### config.mk
export PLATFORM = sky130hd
export DESIGN_NAME = clk_out_gate
export DESIGN_NICKNAME = d
export VERILOG_FILES = /design/src/rtl/clk_gate_pkg.sv /design/src/rtl/clk_gate_sync.sv /design/src/rtl/clk_gate_cfg.sv /design/src/rtl/clk_gate_chan.sv /design/src/rtl/clk_out_gate.sv
export SDC_FILE = /design/constraint.sdc
export NUM_CORES = 1
export LEC_CHECK = 0
export BUFFER_PORTS_ARGS = -buffer_cell sky130_fd_sc_hd__buf_2
export CORE_MARGIN = 5
export CORE_UTILIZATION = 35
export DETAILED_ROUTE_END_ITERATION = 8
export PLACE_DENSITY = 0.68
export RECOVER_POWER = 100
export SLEW_MARGIN = 5
export SYNTH_ARGS = -nofsm -noshare
export SYNTH_HDL_FRONTEND = slang
export SYNTH_SLANG_ARGS = --single-unit
### constraint.sdc
create_clock -name clk -period 1.23 [get_ports clk]
set_input_delay 0.246 -clock clk [delete_from_list [all_inputs] [get_ports clk]]
set_output_delay 0.246 -clock clk [all_outputs]
set_load 0.01 [all_outputs]
### src/rtl/clk_gate_pkg.sv
`timescale 1ns/1ps
package clk_gate_pkg;

    typedef enum logic [1:0] {
        CH_FLOAT   = 2'd0,
        CH_RUN     = 2'd1,
        CH_HOLD_LO = 2'd2,
        CH_HOLD_HI = 2'd3
    } ch_state_e;

    typedef enum logic [1:0] {
        KIND_CPU = 2'd0,
        KIND_SRC = 2'd1,
        KIND_SE  = 2'd2
    } ch_kind_e;

    typedef enum logic [2:0] {
        FLD_SE_EN    = 3'd0,
        FLD_CPU_EN   = 3'd1,
        FLD_SRC_EN   = 3'd2,
        FLD_STOP_SEL = 3'd3,
        FLD_REQ_SEL  = 3'd4,
        FLD_REQ_CTL  = 3'd5,
        FLD_MODE     = 3'd6,
        FLD_NONE     = 3'd7
    } cfg_field_e;

    // bit0 stop_drive, bit1 pd_cpu_drive, bit2 pd_src_drive
    typedef struct packed {
        logic pd_src_drive;
        logic pd_cpu_drive;
        logic stop_drive;
    } mode_t;

    // conditions seen by one channel
    typedef struct packed {
        logic en;
        logic pd;
        logic stop_hit;
        logic stop_drive;
        logic req_float;
        logic pd_drive;
    } ch_ctl_t;

    typedef struct packed {
        logic run;
        logic hiz;
        logic lvl;
    } ch_out_t;

    function automatic ch_state_e next_state(ch_kind_e kind, ch_ctl_t c);
        ch_state_e s;
        if (!c.en) begin
            s = CH_FLOAT;
        end else if (c.pd) begin
            if (kind == KIND_SE)  s = CH_HOLD_LO;
            else if (c.pd_drive)  s = CH_HOLD_HI;
            else                  s = CH_FLOAT;
        end else if (kind == KIND_CPU && c.stop_hit) begin
            s = c.stop_drive ? CH_HOLD_HI : CH_FLOAT;
        end else if (kind == KIND_SRC && c.req_float) begin
            s = CH_FLOAT;
        end else begin
            s = CH_RUN;
        end
        return s;
    endfunction

    function automatic ch_out_t state_out(ch_state_e s);
        ch_out_t o;
        o.run = (s == CH_RUN);
        o.hiz = (s == CH_FLOAT);
        o.lvl = (s == CH_HOLD_HI);
        return o;
    endfunction

endpackage

### src/rtl/clk_gate_sync.sv
`timescale 1ns/1ps
module clk_gate_sync #(
    parameter int            W       = 4,
    parameter logic [W-1:0]  RST_VAL = '0
) (
    input  logic         clk,
    input  logic         rst,
    input  logic [W-1:0] d_i,
    output logic [W-1:0] q_o
);
    logic [W-1:0] meta_q;
    logic [W-1:0] sync_q;

    always_ff @(posedge clk) begin
        if (rst) begin
            meta_q <= RST_VAL;
            sync_q <= RST_VAL;
        end else begin
            meta_q <= d_i;
            sync_q <= meta_q;
        end
    end

    assign q_o = sync_q;

    // the synchronised value is the raw input two edges back
    a_r8_two_stage: assert property (@(posedge clk) disable iff (rst)
        !$past(rst) && !$past(rst, 2) |-> (q_o == $past(d_i, 2)));
endmodule

### src/rtl/clk_gate_cfg.sv
`timescale 1ns/1ps
module clk_gate_cfg
    import clk_gate_pkg::*;
#(
    parameter int N_CPU      = 3,
    parameter int N_SRC      = 8,
    parameter int N_SE       = 4,
    parameter int SE_48M_IDX = 3,
    parameter int CFG_W      = 8
) (
    input  logic             clk,
    input  logic             rst,
    input  logic             we_i,
    input  logic [2:0]       field_i,
    input  logic [CFG_W-1:0] wdata_i,
    output logic [N_SE-1:0]  se_en_o,
    output logic [N_CPU-1:0] cpu_en_o,
    output logic [N_SRC-1:0] src_en_o,
    output logic [N_CPU-1:0] stop_sel_o,
    output logic [N_SRC-1:0] req_sel_o,
    output logic [N_SRC-1:0] req_ctl_o,
    output mode_t            mode_o
);
    localparam logic [N_SE-1:0] SE_EN_RST = ~(N_SE'(1) << SE_48M_IDX);
    localparam int MODE_W = $bits(mode_t);

    cfg_field_e fld;
    assign fld = cfg_field_e'(field_i);

    always_ff @(posedge clk) begin
        if (rst) begin
            se_en_o    <= SE_EN_RST;
            cpu_en_o   <= '1;
            src_en_o   <= '1;
            stop_sel_o <= '1;
            req_sel_o  <= '0;
            req_ctl_o  <= '0;
            mode_o     <= '0;
        end else if (we_i) begin
            unique case (fld)
                FLD_SE_EN:    se_en_o    <= wdata_i[N_SE-1:0];
                FLD_CPU_EN:   cpu_en_o   <= wdata_i[N_CPU-1:0];
                FLD_SRC_EN:   src_en_o   <= wdata_i[N_SRC-1:0];
                FLD_STOP_SEL: stop_sel_o <= wdata_i[N_CPU-1:0];
                FLD_REQ_SEL:  req_sel_o  <= wdata_i[N_SRC-1:0];
                FLD_REQ_CTL:  req_ctl_o  <= wdata_i[N_SRC-1:0];
                FLD_MODE:     mode_o     <= mode_t'(wdata_i[MODE_W-1:0]);
                FLD_NONE:     ;
            endcase
        end
    end

    // the spare field code leaves every setting alone
    a_r10_spare_field: assert property (@(posedge clk) disable iff (rst)
        we_i && field_i == 3'd7 |=> $stable({se_en_o, cpu_en_o, src_en_o,
                                              stop_sel_o, req_sel_o, req_ctl_o, mode_o}));
    // no write, no change
    a_r10_hold: assert property (@(posedge clk) disable iff (rst)
        !we_i |=> $stable({se_en_o, cpu_en_o, src_en_o,
                           stop_sel_o, req_sel_o, req_ctl_o, mode_o}));
endmodule

### src/rtl/clk_gate_chan.sv
`timescale 1ns/1ps
module clk_gate_chan
    import clk_gate_pkg::*;
#(
    parameter ch_kind_e KIND = KIND_CPU
) (
    input  logic    clk,
    input  logic    rst,
    input  logic    fall_i,
    input  ch_ctl_t ctl_i,
    output ch_out_t out_o
);
    ch_state_e state_q;
    ch_state_e state_d;

    always_comb state_d = next_state(KIND, ctl_i);

    always_ff @(posedge clk) begin
        if (rst)         state_q <= CH_FLOAT;
        else if (fall_i) state_q <= state_d;
    end

    always_comb out_o = state_out(state_q);

    // outputs stay coherent
    always_comb begin
        if (!rst) begin
            a_r9_run_hiz_excl: assert (!(out_o.run && out_o.hiz));
            a_r9_hiz_lvl_low:  assert (!(out_o.hiz && out_o.lvl));
        end
    end

    // no strobe, no change
    a_r7_wait_for_fall: assert property (@(posedge clk) disable iff (rst)
        !fall_i |=> $stable(out_o));

    // disable wins over every other condition
    a_r2_disable_floats: assert property (@(posedge clk) disable iff (rst)
        fall_i && !ctl_i.en |=> out_o.hiz && !out_o.run && !out_o.lvl);

    generate
        if (KIND == KIND_SE) begin : g_se_chk
            // single-ended clocks are driven low in power-down
            a_r6_se_pd_low: assert property (@(posedge clk) disable iff (rst)
                fall_i && ctl_i.en && ctl_i.pd |=> !out_o.run && !out_o.hiz && !out_o.lvl);
        end else if (KIND == KIND_CPU) begin : g_cpu_chk
            // stopped and driven pair is held high
            a_r5_stop_drive_high: assert property (@(posedge clk) disable iff (rst)
                fall_i && ctl_i.en && !ctl_i.pd && ctl_i.stop_hit && ctl_i.stop_drive
                |=> !out_o.run && !out_o.hiz && out_o.lvl);
        end else begin : g_src_chk
            // a deasserted governing request floats the pair
            a_r4_req_float: assert property (@(posedge clk) disable iff (rst)
                fall_i && ctl_i.en && !ctl_i.pd && ctl_i.req_float |=> out_o.hiz);
        end
    endgenerate
endmodule

### src/rtl/clk_out_gate.sv
`timescale 1ns/1ps
module clk_out_gate
    import clk_gate_pkg::*;
#(
    parameter int N_CPU      = 3,
    parameter int N_SRC      = 8,
    parameter int N_SE       = 4,
    parameter int SE_48M_IDX = 3,
    parameter int CFG_W      = 8,
    parameter int N_CH       = N_CPU + N_SRC + N_SE
) (
    input  logic             clk,
    input  logic             rst,
    input  logic             cfg_we,
    input  logic [2:0]       cfg_field,
    input  logic [CFG_W-1:0] cfg_wdata,
    input  logic             cpu_stop_n,
    input  logic [1:0]       clk_req_n,
    input  logic             pwr_dn,
    input  logic [N_CH-1:0]  ch_fall,
    output logic [N_CH-1:0]  ch_run,
    output logic [N_CH-1:0]  ch_stop_lvl,
    output logic [N_CH-1:0]  ch_hiz
);
    localparam int SRC_BASE = N_CPU;
    localparam int SE_BASE  = N_CPU + N_SRC;
    localparam int SYNC_W   = 4;
    // {pwr_dn, clk_req_n[1], clk_req_n[0], cpu_stop_n}: idle is stop released, clocks requested, no power-down
    localparam logic [SYNC_W-1:0] SYNC_RST = 4'b0001;

    logic [N_SE-1:0]  se_en;
    logic [N_CPU-1:0] cpu_en;
    logic [N_SRC-1:0] src_en;
    logic [N_CPU-1:0] stop_sel;
    logic [N_SRC-1:0] req_sel;
    logic [N_SRC-1:0] req_ctl;
    mode_t            mode;

    logic [SYNC_W-1:0] async_in;
    logic [SYNC_W-1:0] sync_out;
    logic              stop_act;
    logic [1:0]        req_hi;
    logic              pd_act;

    ch_out_t ch_out [N_CH];

    clk_gate_cfg #(
        .N_CPU(N_CPU), .N_SRC(N_SRC), .N_SE(N_SE),
        .SE_48M_IDX(SE_48M_IDX), .CFG_W(CFG_W)
    ) u_cfg (
        .clk(clk), .rst(rst),
        .we_i(cfg_we), .field_i(cfg_field), .wdata_i(cfg_wdata),
        .se_en_o(se_en), .cpu_en_o(cpu_en), .src_en_o(src_en),
        .stop_sel_o(stop_sel), .req_sel_o(req_sel), .req_ctl_o(req_ctl),
        .mode_o(mode)
    );

    assign async_in = {pwr_dn, clk_req_n, cpu_stop_n};

    clk_gate_sync #(.W(SYNC_W), .RST_VAL(SYNC_RST)) u_sync (
        .clk(clk), .rst(rst), .d_i(async_in), .q_o(sync_out)
    );

    assign stop_act = ~sync_out[0];
    assign req_hi   = sync_out[2:1];
    assign pd_act   = sync_out[3];

    generate
        for (genvar i = 0; i < N_CPU; i++) begin : g_cpu
            ch_ctl_t c;
            always_comb begin
                c            = '0;
                c.en         = cpu_en[i];
                c.pd         = pd_act;
                c.stop_hit   = stop_act & stop_sel[i];
                c.stop_drive = mode.stop_drive;
                c.pd_drive   = mode.pd_cpu_drive;
            end
            clk_gate_chan #(.KIND(KIND_CPU)) u_ch (
                .clk(clk), .rst(rst), .fall_i(ch_fall[i]), .ctl_i(c), .out_o(ch_out[i])
            );
        end

        for (genvar j = 0; j < N_SRC; j++) begin : g_src
            ch_ctl_t c;
            logic    routed_hi;
            assign routed_hi = req_sel[j] ? req_hi[1] : req_hi[0];
            always_comb begin
                c           = '0;
                c.en        = src_en[j];
                c.pd        = pd_act;
                c.req_float = req_ctl[j] & routed_hi;
                c.pd_drive  = mode.pd_src_drive;
            end
            clk_gate_chan #(.KIND(KIND_SRC)) u_ch (
                .clk(clk), .rst(rst), .fall_i(ch_fall[SRC_BASE+j]), .ctl_i(c),
                .out_o(ch_out[SRC_BASE+j])
            );
        end

        for (genvar k = 0; k < N_SE; k++) begin : g_se
            ch_ctl_t c;
            always_comb begin
                c    = '0;
                c.en = se_en[k];
                c.pd = pd_act;
            end
            clk_gate_chan #(.KIND(KIND_SE)) u_ch (
                .clk(clk), .rst(rst), .fall_i(ch_fall[SE_BASE+k]), .ctl_i(c),
                .out_o(ch_out[SE_BASE+k])
            );
        end

        for (genvar n = 0; n < N_CH; n++) begin : g_pack
            assign ch_run[n]      = ch_out[n].run;
            assign ch_hiz[n]      = ch_out[n].hiz;
            assign ch_stop_lvl[n] = ch_out[n].lvl;
        end
    endgenerate

    // every channel floats directly after reset
    a_r1_reset_float: assert property (@(posedge clk)
        rst |=> (ch_hiz == '1) && (ch_run == '0) && (ch_stop_lvl == '0));
endmodule

==> results of run 1 <==
[timing repair]
action | CTS | global route
pin swaps | 0 | 6
gates resized for setup | 28 | 68
setup buffers | 0 | 1
setup endpoints to repair | 36 | 44
endpoints found under the hold margin | 0 | 0
[cell usage in the layout (no fill, tap or decap), types with 2 or more instances in the layout]
master,synthesis,final
a2111oi_2,0,2
clkbuf_8,0,12
dfxtp_2,0,32
a21oi_1,26,26
or2_2,2,2
a211o_1,17,17
buf_12,0,2
a32o_1,2,2
and4bb_2,2,2
and3_1,8,8
nor2b_1,34,26
clkinv_2,0,2
and2_4,0,10
nor2b_4,0,8
o32ai_1,7,2
clkbuf_1,7,7
a22o_1,2,2
buf_4,1,6
nor2b_2,2,2
mux2_2,8,8
nand3_1,16,16
dfxtp_1,75,39
nor2_1,35,32
o32ai_2,0,5
clkbuf_2,0,5
buf_2,3,53
nand4b_1,3,3
nand2b_1,25,25
and2_1,16,5
nor2_2,0,3
a21o_1,2,2
mux2i_1,13,13
nand2_1,29,29
buf_6,0,17
dfxtp_4,0,4
inv_1,4,4
[flip-flops by register name, indices dropped and copies added (netlist names)]
| register | count |
|---|---|
| u_cfg.src_en_o | 8 |
| g_se.u_ch.state_q | 8 |
| u_cfg.mode_o | 3 |
| g_cpu.u_ch.state_q | 6 |
| g_src.u_ch.state_q | 16 |
| u_cfg.req_ctl_o | 8 |
| u_sync.meta_q | 4 |
| u_cfg.req_sel_o | 8 |
| u_cfg.stop_sel_o | 3 |
| u_cfg.se_en_o | 4 |
| u_cfg.cpu_en_o | 3 |
| u_sync.q_o | 4 |
[power by group]
| group | total, mW | switching (mW) | internal [mW] |
|---|---|---|---|
| Clock | 1.98 | 0.886 | 1.10 |
| Combinational | 0.605 | 0.297 | 0.308 |
| Sequential | 2.59 | 0.0747 | 2.52 |
| Total | 5.18 | 1.26 | 3.92 |
[how the worst min path moves through the flow]
stage	to	slack, ns
after global placement	u_sync.q_o[0]	0.42
final	u_sync.meta_q[0]	0.08
after detailed placement	u_sync.q_o[0]	0.42
after CTS	u_sync.meta_q[0]	0.06
after floorplan	u_sync.meta_q[0]	0.35
after global routing	u_sync.meta_q[0]	0.07
[per-stage QoR]
stage | cells | hold WS, ns | TNS [ns] | worst slack (ns) | utilization, %
2_1_floorplan | 352 | 0.350 | 0 | 0.0691 | -
3_3_place_gp | 539 | 0.415 | -1.75 | -0.110 | 42.0
3_5_place_dp | 539 | 0.422 | -3.05 | -0.145 | 42.0
4_1_cts | 555 | 0.0639 | 0 | 0.000685 | 44.8
5_1_grt | 556 | 0.0724 | -0.925 | -0.0437 | 47.3
6_report | 556 | 0.0767 | 0 | 0.00142 | 47.3
[per-layer routing]
metal | up-vias | GRT usage (%) | part of all wire [%]
li1 | 1395 | - | -
met1 | 1294 | 17.4 | 47
met2 | 70 | 21.9 | 47
met3 | 13 | 3.83 | 4.5
met4 | 0 | 5.18 | 1.8
met5 | - | 0 | 0
[critical path: stages (launching register included)]
cell and delay [ns]:
dfxtp_2 0.38, and2_4 0.16, buf_6 0.10
[area by class of cell]
cell class | count | area [um^2] | area share (%)
Sequential cell | 75 | 1560 | 36.1
Inverter | 4 | 15.0 | 0.349
Multi-Input combinational cell | 259 | 1780 | 41.4
Tap cell | 111 | 139 | 3.22
Timing Repair Buffer | 91 | 601 | 13.9
Clock inverter | 4 | 47.5 | 1.10
Clock buffer | 12 | 165 | 3.83
[logic make-up (layout without fill, tap and decap cells)]
group                  after synthesis  count (layout)
AND/OR/NAND/NOR                    177             177
flip-flops                          75              75
AO/OA/AOI/OAI                       61              61
multiplexers                        21              21
buffers and inverters               18             111
==> impl_summary.txt, run 1 <==
----------------------------------------------------
[Status]
  Status ... complete, no violations

[Synth]
  Biggest area contributors in the synthesized netlist ... dfxtp_1 (47%), nor2b_1 (6.6%), nand2b_1 (4.9%)
  Avg Synthesized Cell Area ... 9.15 um^2
  Flip-flop and latch count after synthesis ... 75
  Post-synthesis share of cell area spent on and, or, nand and nor gates ... 30.5%
  Share of the yosys chip area belonging to registers ... about 47%
  Count of synthesis-stage warnings from yosys ... 0
  Area leader, netlist ... dfxtp_1
  Largest family of logic cells by synthesized area ... simple AND/OR/NAND/NOR gates
  Net count of the mapped netlist ... just under 400
  Top cells by instance count after synthesis ... dfxtp_1 (75), nor2_1 (35), nor2b_1 (34), nand2_1 (29), a21oi_1 (26)
  Cell count after synthesis ... 352
  Library cells used by synthesis ... 35
  Proportion of netlist area held by the largest area contributor ... 46.6%
  Mux cell area share after synthesis ... 6.83%
  Post-synthesis compound-gate area fraction ... 13.4%
  Post-synthesis adder-cell area fraction ... 0%
  Most used standard cell by instance count after synthesis ... dfxtp_1
  Post-Syn Area ... 0.00322 mm^2
  Dominant register cell in the synthesized netlist ... dfxtp_1
  XOR/XNOR Fraction of Synth Area ... 0%
  EDFF count, synth ... 0
  Fraction of registers with async set or reset after synthesis ... 0%

[CTS]
  H-tree levels ... 3
  CTS tree ... built
  Largest buffer count on any clock path ... 2
  Number of sinks handled by clock tree synthesis ... 75
  Number of buffers inserted during clock tree synthesis ... 9
  Cell at the root of the clock tree ... clkbuf_8
  Worst-path clk slew ... 0.08 ns
  Insertion delay of the later-clocked pin in the worst-skew pair ... 0.35 ns
  Post-CTS Hold Fix Bufs ... 0

[Route]
  Final wirelength ... between 7000 and 8000 um
  Vias after detailed routing ... 2,772
  Length of the first detailed-routing pass in iterations ... 4
  Wire per inst ... 13.7 um
  Antenna-violating nets left ... 0
  Detailed router's first-iteration violation count ... 74
  Post-DR vias/cell ... 4.99
  Remaining DRCs ... 0

[Power]
  Worst vdd rail ir drop ... 523 uV
  Power per unit of standard cell area ... about 1200 mW/mm^2
  Leakage power of the design ... 1.77 nW
  Final Total Pwr ... 5.18 mW

[Timing]
  Final max-slew violation count ... 0
  Finish-stage setup viols ... 0
  Tightest slew margin relative to the limit ... 63.6%
  Unrepaired setup endpoints after global routing ... yes
  Fraction of the cycle the final worst path needs ... 99.9%
  Time the final worst path needs with I/O delays and setup ... 1.23 ns
  Layout Skew ... approximately 0.007 ns
  Least-Margin Pin Slew ... 0.546 ns
  Highest clock rate ... 0.814 GHz
  Fin. Hold Viols ... 0

[Finish]
  Area Overhead vs Synth ... 33.7%
  Fin area ... 0.00431 mm^2
  Number of filler cells placed in the layout ... 883
  Number of nets in the final layout ... 473
  Share of final-layout standard cells stronger than drive strength 1 ... about two fifths
  Total inserted antenna cells ... 0

[Flow run]
  Number of max-cap violations ... 0

[Placed design]
  Cell Area, Placed ... 0.00382 mm^2
  Post-detail-place hpwl ... 5220 um
  Quantity of I/O buffers inserted on ports ... 77
  Final GP Congestion ... 0.736

[Worst setup path]
  Worst flop-to-flop path startpoint ... u_sync.q_o[3]
  Data arrival time at the worst-slack endpoint ... 0.98 ns
  Kind of critical path ... reg -> out
  Worst r2r dst ... g_src[0].u_ch.state_q[0]
  Path depth of the worst reg2reg path ... 3
  Critical-path maximum fanout ... 4
  CP Launch Point ... g_se[0].u_ch.state_q[1]
  Register-to-register setup slack ... roughly 0.03 ns
  Capturing element type of the critical path ... output pin
  Capture point of the worst path ... ch_stop_lvl[11]
  Worst EP required ... a little under 1 ns
  Critical Path Start Type ... register

[Hold path]
  Path type of the worst min-delay path ... in -> reg
  Worst hold stages ... 2
  Hold Path Origin ... cpu_stop_n

[Global route]
  Vias in the first global route ... roughly 2,800
  Global-route wire length before repair ... 12,500 um
  Pin count of the biggest net entering global routing ... between 40 and 50
  Grt ovf ... 0
  Antenna violations before repair ... 0
  GRT Overall Usage ... a little over an eighth

[Die]
  Ports placed on the boundary ... 78
  Core Region ... around 0.0091 mm^2
  Width of the die ... between 100 and 150 um
  Die ar. ... 0.0112 mm^2
  Row Count ... 35
  Height of the chip ... ~110 um
  Initial core utilization ... 35.4%

----------------------------------------------------
Note: power is estimated with default switching activity, not from simulation.
==> inputs of run 2 (changes only) <==
==> constraint.sdc (replaced) <==
create_clock -name clk -period 1.23 [get_ports clk]
set_input_delay 0.123 -clock clk [delete_from_list [all_inputs] [get_ports clk]]
set_output_delay 0.123 -clock clk [all_outputs]
set_load 0.01 [all_outputs]
==> impl_summary.txt, run 2 (synthesis gave the netlist of run 1 again) <==
----------------------------------------------------
[Hold path]
  Path type of the worst min-delay path ... in -> reg

[Power]
  Internal power contribution ... approximately 3.9 mW
  Proportion of total power due to net switching ... 23.6%
  Leakage power of the design ... around 1.6 nW
  Worst vdd rail ir drop ... just over 600 uV
  Share of power burned in the clock network ... 38.3%
  Power per unit of standard cell area ... about 1300 mW/mm^2
  Switching pwr ... between 1 and 1.5 mW
  Share of total power in combinational logic ... ~11%
  Sequential share of power ... between 50% and 60%

[CTS]
  Insertion delay of the later-clocked pin in the worst-skew pair ... ~0.34 ns
  Setup Fix Bufs, Post-CTS ... 0
  Largest buffer count on any clock path ... 2
  Number of buffers inserted during clock tree synthesis ... 9
  Cell at the root of the clock tree ... clkbuf_8
  CTS tree ... built
  H-tree levels ... 3
  Number of sinks handled by clock tree synthesis ... 75
  Worst-path clk slew ... 0.07 ns

[Timing]
  Highest clock rate ... ~0.84 GHz
  Final max-slew violation count ... 0
  Fraction of the cycle the final worst path needs ... 97.1%
  Layout Skew ... 0.00644 ns
  Fin. Hold Viols ... 0
  Tightest slew margin relative to the limit ... 57.4%
  Setup ws final ... 0.0361 ns
  Finish-stage setup viols ... 0
  Least-Margin Pin Slew ... 0.630 ns
  Total Negative Setup Slacks ... 0 ns
  Worst hold slack ... 0.0166 ns
  Unrepaired setup endpoints after global routing ... yes
  Time the final worst path needs with I/O delays and setup ... around 1.2 ns

[Placed design]
  Instance count after placement with tap cells included ... roughly 540
  Dpl ws ... -0.0194 ns
  Post-detail-place hpwl ... 5490 um
  Cell Area, Placed ... 0.00382 mm^2
  Quantity of I/O buffers inserted on ports ... 77
  Final GP Congestion ... between 0.8 and 0.9

[Die]
  Row Count ... 35
  Width of the die ... 106 um
  Height of the chip ... 106 um
  Die ar. ... between 0.01 and 0.015 mm^2
  Core Region ... 0.00911 mm^2
  Ports placed on the boundary ... 78
  Initial core utilization ... 35.4%

[Finish]
  Commonest non-fill, non-tap cell in the layout ... dfxtp_1
  Max reg flops ... 16
  Number of nets in the final layout ... 476
  Share of final-layout standard cells stronger than drive strength 1 ... 21.2%
  Total inserted antenna cells ... 0
  Post-layout instance count excluding filler cells ... 559
  Fin area ... ~0.0040 mm^2
  Register with the highest flop count ... g_src.u_ch.state_q
  Area Overhead vs Synth ... 24.9%
  Leading cell types in the layout, fill and taps excluded ... dfxtp_1 (66), clkbuf_1 (41), buf_2 (36)

[Worst setup path]
  Worst EP required ... 1.49 ns
  Capturing element type of the critical path ... register
  Critical Path Start Type ... register
  Kind of critical path ... reg -> reg
  Data arrival time at the worst-slack endpoint ... 1.45 ns
  Critical-path maximum fanout ... 2

[Route]
  Post-DR vias/cell ... 4.86
  Vias after detailed routing ... 2,714
  Wire per inst ... 13.6 um
  Antenna-violating nets left ... 0
  Remaining DRCs ... 0
  Final wirelength ... roughly 7600 um
  Detailed router's first-iteration violation count ... 126
  Detailed-route wire length on metal 1 ... 3650 um
  Length of the first detailed-routing pass in iterations ... 4
  Routed met3 length ... 414 um
  Met2 wire len ... approximately 3400 um
  Highest metal used ... met4

[Global route]
  Grt ovf ... 0
  Global-route wire length before repair ... approximately 13,000 um
  Pin count of the biggest net entering global routing ... 28
  Vias in the first global route ... approximately 2,600
  GRT Overall Usage ... 13.8%
  Antenna violations before repair ... 0

[Flow run]
  Number of max-cap violations ... 0

[Status]
  Status ... complete, no violations

----------------------------------------------------
-- run 2: changes by cell type in the layout (fill, tap and decap cells not counted), sizes merged --
| cell | previous run | this run |
|---|---|---|
| clkbuf | 25 | 61 |
| clkinvlp | 1 | 0 |
| dlygate4sd3 | 0 | 4 |
| clkinv | 2 | 0 |
| buf | 78 | 44 |
-- run 2: worst paths after layout --
check | startpoint | endpoint | slack, ns | cells after the start
worst max register to register | u_cfg.req_sel_o[5] | g_src[5].u_ch.state_q[0] | 0.04 | 3
worst min register to register | u_sync.meta_q[0] | u_sync.q_o[0] | 0.40 | 1
worst min-delay path | cfg_wdata[5] | u_cfg.src_en_o[5] | 0.02 | 2
worst max-delay path | u_cfg.req_sel_o[5] | g_src[5].u_ch.state_q[0] | 0.04 | 3
-- run 2: power by group through the flow --
stage                     logic (mW)  registers, mW  clock network, mW
after floorplan                0.312           2.62                  0
after global placement         0.540           2.64                  0
after detailed placement       0.553           2.64                  0
after CTS                      0.565           2.59               1.99
after global routing           0.611           2.60               2.10
final                          0.548           2.59               1.94
-- run 2: routing by layer --
metal	track usage, %	vias up
li1	-	1399
met1	18.4	1240
met2	21.5	66
met3	4.31	9
met4	3.89	0
met5	0	-
-- run 2: repair_timing --
item / in CTS / in global routing
cloned: 0 / 0
gates resized for setup: 2 / 17
endpoints found under the hold margin: 4 / 0
setup endpoints to repair: 4 / 9
hold buffers: 4 / 0
-- run 2: cell type report --
| type | instances | area, um^2 |
|---|---|---|
| Clock inverter | 1 | 30.0 |
| Multi-Input combinational cell | 259 | 1660 |
| Tap cell | 111 | 139 |
| Sequential cell | 75 | 1510 |
| Fill cell | 905 | 5080 |
| Inverter | 4 | 15.0 |
| Clock buffer | 15 | 176 |
| Timing Repair Buffer | 94 | 488 |
-- run 2: critical path: stages (launching register included) --
cell and delay [ns]:
dfxtp_2 0.34, mux2_2 0.32, and3_1 0.20, o32ai_2 0.26
-- run 2: through the flow --
| stage | util (%) | total power, mW |
|---|---|---|
| floorplan | - | 2.93 |
| global placement | 42.0 | 3.18 |
| detailed placement | 42.0 | 3.19 |
| CTS | 44.7 | 5.14 |
| global route | 44.2 | 5.31 |
| finish | 44.2 | 5.08 |
